==> src/rtl/secded_pkg.sv <==
package secded_pkg;
  localparam int DATA_W = 32;
  localparam int HAM_W  = 6;
  localparam int CHK_W  = HAM_W + 1;
  localparam int CW_W   = DATA_W + CHK_W;
  localparam int SYN_W  = HAM_W + 2;

  typedef enum logic [1:0] {
    CLS_CLEAN,
    CLS_CHECK,
    CLS_DATA,
    CLS_MULTI
  } errClass_t;

  typedef struct packed {
    logic capture;
  } ctlStrobe_t;

  // i-th smallest HAM_W-bit value with two or more ones
  function automatic logic [HAM_W-1:0] dataCode(input int idx);
    int seen;
    logic [HAM_W-1:0] result;
    seen = 0;
    result = '0;
    for (int v = 3; v < (1 << HAM_W); v++) begin
      if ($countones(v[HAM_W-1:0]) >= 2) begin
        if (seen == idx) result = v[HAM_W-1:0];
        seen++;
      end
    end
    return result;
  endfunction

  function automatic logic [DATA_W*HAM_W-1:0] buildCodeTable();
    logic [DATA_W*HAM_W-1:0] tbl;
    for (int i = 0; i < DATA_W; i++) tbl[i*HAM_W +: HAM_W] = dataCode(i);
    return tbl;
  endfunction

  localparam logic [DATA_W*HAM_W-1:0] CODE_TABLE = buildCodeTable();
endpackage

==> src/rtl/secded_control.sv <==
module secded_control
  import secded_pkg::*;
(
  input  logic       clk,
  input  logic       rstN,
  input  logic       inValid,
  output ctlStrobe_t ctl,
  output logic       outValid
);
  always_comb ctl.capture = inValid;

  always_ff @(posedge clk or negedge rstN) begin
    if (!rstN) outValid <= 1'b0;
    else       outValid <= ctl.capture;
  end

  // one-cycle latency of the valid marker
  assert_valid_rise_R1: assert property (@(posedge clk) disable iff (!rstN)
    inValid |=> outValid);
  assert_valid_idle_R1: assert property (@(posedge clk) disable iff (!rstN)
    !inValid |=> !outValid);
endmodule

==> src/rtl/secded_datapath.sv <==
module secded_datapath
  import secded_pkg::*;
(
  input  logic              clk,
  input  logic              rstN,
  input  ctlStrobe_t        ctl,
  input  logic [CW_W-1:0]   inCode,
  output logic [DATA_W-1:0] outData,
  output logic [SYN_W-1:0]  outSyndrome,
  output logic              outNoErr,
  output logic              outCorrected,
  output logic              outUncorrectable
);
  logic [DATA_W-1:0] dataIn;
  logic [CHK_W-1:0]  chkIn;
  logic [HAM_W-1:0]  hamSyn;
  logic              parityOk;
  logic [DATA_W-1:0] dataHit;
  logic              posOneHot;
  errClass_t         cls;
  logic [DATA_W-1:0] flipMask;
  logic [SYN_W-1:0]  synNext;

  assign dataIn = inCode[DATA_W-1:0];
  assign chkIn  = inCode[CW_W-1:DATA_W];

  // Overall odd parity: 1 means the word still holds an odd count of ones
  assign parityOk = ^inCode;

  always_comb begin
    hamSyn = chkIn[CHK_W-1:1];
    for (int i = 0; i < DATA_W; i++) begin
      if (dataIn[i]) hamSyn = hamSyn ^ CODE_TABLE[i*HAM_W +: HAM_W];
    end
  end

  genvar g;
  generate
    for (g = 0; g < DATA_W; g++) begin : gen_match
      assign dataHit[g] = (hamSyn == CODE_TABLE[g*HAM_W +: HAM_W]);
    end
  endgenerate

  assign posOneHot = (hamSyn != '0) && ((hamSyn & (hamSyn - 1'b1)) == '0);

  always_comb begin
    if (parityOk)                       cls = (hamSyn == '0) ? CLS_CLEAN : CLS_MULTI;
    else if (hamSyn == '0 || posOneHot) cls = CLS_CHECK;
    else if (|dataHit)                  cls = CLS_DATA;
    else                                cls = CLS_MULTI;
  end

  assign flipMask = (cls == CLS_DATA) ? dataHit : '0;
  assign synNext  = {{(SYN_W-HAM_W-1){1'b0}}, hamSyn, parityOk};

  always_ff @(posedge clk or negedge rstN) begin
    if (!rstN) begin
      outData          <= '0;
      outSyndrome      <= {{(SYN_W-1){1'b0}}, 1'b1};
      outNoErr         <= 1'b0;
      outCorrected     <= 1'b0;
      outUncorrectable <= 1'b0;
    end else if (ctl.capture) begin
      outData          <= dataIn ^ flipMask;
      outSyndrome      <= synNext;
      outNoErr         <= (cls == CLS_CLEAN);
      outCorrected     <= (cls == CLS_CHECK) || (cls == CLS_DATA);
      outUncorrectable <= (cls == CLS_MULTI);
    end
  end

  assert_one_class_R9: assert property (@(posedge clk) disable iff (!rstN)
    ctl.capture |=> $onehot({outNoErr, outCorrected, outUncorrectable}));
  assert_clean_syndrome_R4: assert property (@(posedge clk) disable iff (!rstN)
    ctl.capture |=> (outNoErr == (outSyndrome == 8'h01)));
  assert_clean_data_R4: assert property (@(posedge clk) disable iff (!rstN)
    ctl.capture |=> (!outNoErr || outData == $past(inCode[DATA_W-1:0])));
  assert_uncorr_passthru_R8: assert property (@(posedge clk) disable iff (!rstN)
    ctl.capture |=> (!outUncorrectable || outData == $past(inCode[DATA_W-1:0])));
  assert_corrected_parity_R6: assert property (@(posedge clk) disable iff (!rstN)
    ctl.capture |=> (!outCorrected || !outSyndrome[0]));
  assert_hold_R10: assert property (@(posedge clk) disable iff (!rstN)
    !ctl.capture |=> ($stable(outData) && $stable(outSyndrome) && $stable(outNoErr)
                      && $stable(outCorrected) && $stable(outUncorrectable)));
endmodule

==> src/rtl/secded_odd_decoder.sv <==
module secded_odd_decoder
  import secded_pkg::*;
(
  input  logic              clk,
  input  logic              rstN,
  input  logic              inValid,
  input  logic [CW_W-1:0]   inCode,
  output logic              outValid,
  output logic [DATA_W-1:0] outData,
  output logic [SYN_W-1:0]  outSyndrome,
  output logic              outNoErr,
  output logic              outCorrected,
  output logic              outUncorrectable
);
  ctlStrobe_t ctl;

  secded_control u_control (
    .clk      (clk),
    .rstN     (rstN),
    .inValid  (inValid),
    .ctl      (ctl),
    .outValid (outValid)
  );

  secded_datapath u_datapath (
    .clk              (clk),
    .rstN             (rstN),
    .ctl              (ctl),
    .inCode           (inCode),
    .outData          (outData),
    .outSyndrome      (outSyndrome),
    .outNoErr         (outNoErr),
    .outCorrected     (outCorrected),
    .outUncorrectable (outUncorrectable)
  );
endmodule

==> config.mk <==
export PLATFORM = sky130hd
export DESIGN_NAME = secded_odd_decoder
export DESIGN_NICKNAME = d
export VERILOG_FILES = /design/src/rtl/secded_pkg.sv /design/src/rtl/secded_control.sv /design/src/rtl/secded_datapath.sv /design/src/rtl/secded_odd_decoder.sv
export SDC_FILE = /design/constraint.sdc
export NUM_CORES = 1
export LEC_CHECK = 0
export BUFFER_PORTS_ARGS = -buffer_cell sky130_fd_sc_hd__buf_2
export CORE_MARGIN = 2
export CORE_UTILIZATION = 53
export CTS_BUF_LIST = sky130_fd_sc_hd__clkbuf_16
export DETAILED_ROUTE_END_ITERATION = 12
export PLACE_DENSITY = 0.78
export SYNTH_ARGS = -nofsm -noshare
export SYNTH_HDL_FRONTEND = slang
export SYNTH_SLANG_ARGS = --single-unit
==> constraint.sdc <==
create_clock -name clk -period 0.9 [get_ports clk]
set_input_delay 0.18 -clock clk [delete_from_list [all_inputs] [get_ports clk]]
set_output_delay 0.18 -clock clk [all_outputs]
set_load 0.01 [all_outputs]
==> metrics.md, run 1 <==
| Metric | Value |
|---|---|
| Run status | `stopped before the end` |
| Last stage reached | `clock tree synthesis (4_1_cts)` |
| Err | `[ERROR DPL-0033] detailed placement checks failed during check placement.` |
| Row count | `27` |
| DP HPWL | `7270 um` |
| Synth top area share | `33.7%` |
| Max clock buf depth | `2` |
| CTS sink cnt | `43` |
| Post CTS Setup Buffer Count | `39` |
| Async SR Flop Fraction | `100%` |
| Clk root buf | `clkbuf_16` |
| Cell variety after synth | `36` |
| Die Ht | `80.8 um` |
| #FFs+latches synth | `43` |
| Most frequent cells after synthesis | `42 x dfrtp_1, 42 x nor2_1, 42 x xor2_1` |
| Max H-tree Level | `2` |
| Starting density of the core | `55.7%` |
| Leading area contributor after synthesis | `dfrtp_1` |
| Total I/O pin count | `86` |
| Post-Place Setup Slack | `-2630 ps` |
| Syn nets | `349` |
| Post-synthesis cell count | `304` |
| Die extent in x | `80.8 um` |
| Register area share after synthesis | `34.5%` |
| Gp weighted congestion | `0.948` |
| Netlist Area Pre-Place | `3120 um^2` |
| Synth Area per Inst | `10.3 um^2` |
| # hold bufs at CTS | `1` |
| PostCTS Resize Cnt | `79` |
| Top cells by area, synth | `dfrtp_1 34%, xor2_1 12%, xnor2_1 9.3%` |
| Synth warnings | `0` |
| Ys flop type | `dfrtp_1` |
| I/O Buffers | `84` |
| Area after DPL | `4670 um^2` |
| TritonCTS buffer count | `5` |
| Post-synth EDFFs | `0` |
logic make-up after synthesis:
kind of cell / synth area share (%)
compound gates: 8.29
xor+xnor: 36.0
buf+inv: 1.68
other cells: 0.120
simple gates: 14.4
mux: 3.45
flops: 34.5
fa+ha+maj: 1.56
stage by stage:
stage	hold WS (ps)	util, %	std cells
3_5_place_dp	175	83.3	541
3_3_place_gp	170	83.3	541
2_1_floorplan	-116	-	304
==> inputs of run 2 (changes only) <==
CORE_UTILIZATION = 40   (was 53)
CTS_BUF_LIST = default   (was sky130_fd_sc_hd__clkbuf_16)
PLACE_DENSITY = default   (was 0.78)
PLACE_DENSITY_LB_ADDON = 0.15   (was default)
==> run 2 against run 1 <==
Compared with the run above:
- the flow now finishes, with violations (setup timing)
- area after synthesis is the same
- synthesized cell count unchanged
==> metrics.md, run 2 <==
| Metric | Value |
|---|---|
| Via count | `2952` |
| Max H-tree Level | `2` |
| Most common cell after layout, fill and taps aside | `buf_4` |
| Crit Path Class | `primary input to flip-flop` |
| Synth Area per Inst | `10.3 um^2` |
| Synth top area share | `33.7%` |
| Max Clk Rate | `0.317 GHz` |
| Clk root buf | `clkbuf_8` |
| WP data required | `1090 ps` |
| TritonCTS clock tree | `built` |
| Share of cells above drive strength 1 | `60.1%` |
| Clock latency on the worst-skew pair | `300 ps` |
| Worst Setup Start Kind | `primary input` |
| NumNets Final | `568` |
| Critical path arrival | `3350 ps` |
| Skew final | `0 ps` |
| Reg with most FFs | `u_datapath.outData` |
| Die ar. | `8530 um^2` |
| CP cell instances | `buf_6 -> xnor3_1 -> xor3_1 -> buf_4 -> xnor3_2 -> xor2_2 -> nand4_1 -> buf_4 -> buf_4 -> o311ai_4 -> nand3_2 -> and2_4 -> ha_4 -> nand2_8 -> buf_4 -> nor2_4 -> nand3_2 -> xor2_2 -> a21oi_1` |
| Cell variety after synth | `36` |
| Antenna violations before repair | `0` |
| WL final | `10100 um` |
| CP Capture Type | `flip-flop` |
| Row count | `32` |
| Most used cell, CP | `buf_4` |
| GR Overflow Total | `0` |
| DR iter-0 viols | `103` |
| Syn nets | `349` |
| Final Critical Period | `3160 ps` |
| Most frequent cells after synthesis | `42 x dfrtp_1, 42 x nor2_1, 42 x xor2_1` |
| Top delay family on crit path | `XOR/XNOR gates` |
| Avg WL per Cell | `16.1 um` |
| Core area | `7650 um^2` |
| Post-Place Setup Slack | `-2620 ps` |
| Synth warnings | `0` |
| Setup WS post-layout | `-2260 ps` |
| Die extent in x | `92.4 um` |
| Ant diodes | `0` |
| DRC | `0` |
| #FFs+latches synth | `43` |
| P per Cell Area | `3340 nW/um^2` |
| Total I/O pin count | `86` |
| Starting density of the core | `40.8%` |
| Max Cap Violations | `0` |
| Fin. Hold Viols | `0` |
| GRT Resource Usage Total | `23.2%` |
| Netlist Area Pre-Place | `3120 um^2` |
| XOR/XNOR Fraction of Synth Area | `36.0%` |
| Final Max Slew Viols | `0` |
| Setup Viol. Count Final | `85` |
| Mux cell area share after synthesis | `3.45%` |
| Post-route ant nets | `0` |
| Post-synth EDFFs | `0` |
| Placed Cells | `571` |
| Register area share after synthesis | `34.5%` |
| First-pass GRT wire length | `15300 um` |
| Slowest CP cell | `xnor3_1` |
| DP HPWL | `6970 um` |
| Worst slew margin | `62.1%` |
| Post-synthesis cell count | `304` |
| Simple-gate share of the synthesized area | `14.4%` |
| Crit path max fanout | `8` |
| Compound-Gate Fraction of Synth Area | `8.29%` |
| Largest net degree at the start of global routing | `44` |
| RSZ-0062 raised after global routing | `true` |
| Clock slew at reported path FFs | `90 ps` |
| Failing checks | `setup timing` |
| Area after DPL | `4700 um^2` |
| Largest family of logic cells by synthesized area | `XOR/XNOR gates` |
| Buf/Inv on CP | `5` |
| Max clock buf depth | `2` |
| CP peak stage delay | `410 ps` |
| Fin cells | `626` |
| Drt via density | `4.72` |
| Async SR Flop Fraction | `100%` |
| Most frequent cells in the layout | `119 x buf_4, 68 x buf_2, 42 x dfrtp_1, 40 x nor2_1, 33 x xor2_1` |
| CTS sink cnt | `43` |
| TritonCTS buffer count | `5` |
| Die Ht | `92.4 um` |
| Adder and majority gate portion of the synthesized area | `1.56%` |
| Slew @ Worst Pin | `566 ps` |
| Gp weighted congestion | `0.846` |
| Static Leak | `2.59 nW` |
| Total power | `18.8 mW` |
| Ys flop type | `dfrtp_1` |
| Area Growth Syn to Fin | `80.4%` |
| Peak VDD IR | `0.00245 V` |
| Hold Crit Class | `primary input to flip-flop` |
| Max FFs per register | `32` |
| Registers with the most flip-flops | `u_datapath.outData x32, u_datapath.outSyndrome x7` |
| Run status | `finished with violations` |
| I/O Buffers | `84` |
| R2R Setup Slk | `-10 ps` |
| Post-route cell area | `5630 um^2` |
| TNS Setup | `-85920 ps` |
| Pre-Repair DR Iteration Count | `4` |
| Leading area contributor after synthesis | `dfrtp_1` |
| Top cells by area, synth | `dfrtp_1 34%, xor2_1 12%, xnor2_1 9.3%` |
| Crit share post-route | `351%` |
| Vias in the first global route | `3062` |
## run 2: per-layer routing
| layer | part of all wire, % | global-route usage [%] | routed length, um |
|---|---|---|---|
| met1 | 42 | 30.6 | 4210 |
| met2 | 51 | 38.9 | 5190 |
| met3 | 4.3 | 3.58 | 434 |
| met4 | 2.6 | 8.33 | 263 |
| met5 | 0 | 0 | 0 |
## run 2: worst min-delay path, delay by kind of cell
family	cells	cell delay (ps)
XOR/XNOR	1	70
buffers and inverters	1	130
AO/OA/AOI/OAI	1	110
## run 2: cells by family after synthesis
group,Yosys count
xor+xnor,96
simple gates,91
compound gates,47
flops,43
buf+inv,12
mux,10
fa+ha+maj,4
other cells,1
## run 2: repair_timing
item | CTS | global route
buffers inserted | 27 | 24
setup endpoints to repair | 85 | 85
hold endpoints to repair | 42 | 0
pin swaps | 53 | 42
hold buffers | 1 | 0
resized for setup | 50 | 49
## run 2: report_power, final
| part | total (mW) | internal [mW] | switching [mW] |
|---|---|---|---|
| combinational | 14.7 | 7.55 | 7.10 |
| clock | 1.56 | 0.828 | 0.736 |
| sequential | 2.60 | 2.38 | 0.227 |
## run 2: final cells by class
cell class                      instances  area (um^2)
Clock inverter                          3         43.8
Multi-Input combinational cell        249         2640
Sequential cell                        43         1080
Timing Repair Buffer                  222         1670
Clock buffer                            5         68.8
Fill cell                             564         2010
Inverter                                2         7.51
Tap cell                              102          128
## run 2: stage by stage
step                utilization, %  hold WS [ps]
global route                  73.7           275
finish                        73.7           228
floorplan                        -          -116
CTS                           68.7           231
global placement              61.4           174
detailed placement            61.4           175
## run 2: final timing paths
kind | cells past startpoint | start | endpoint
max in group asynchronous | 3 | rstN | u_datapath.outSyndrome[0]$_DFFE_PN1P_
min in group asynchronous | 3 | rstN | u_datapath.outData[11]$_DFFE_PN0P_
hold reg to reg | 2 | u_datapath.outSyndrome[0]$_DFFE_PN1P_ | u_datapath.outSyndrome[0]$_DFFE_PN1P_
hold / removal | 3 | inCode[21] | u_datapath.outData[21]$_DFFE_PN0P_
setup / recovery | 19 | inCode[12] | u_datapath.outData[0]$_DFFE_PN0P_
setup reg to reg | 2 | u_datapath.outSyndrome[1]$_DFFE_PN0P_ | u_datapath.outSyndrome[1]$_DFFE_PN0P_
Note: power is estimated with default switching activity, not from simulation.
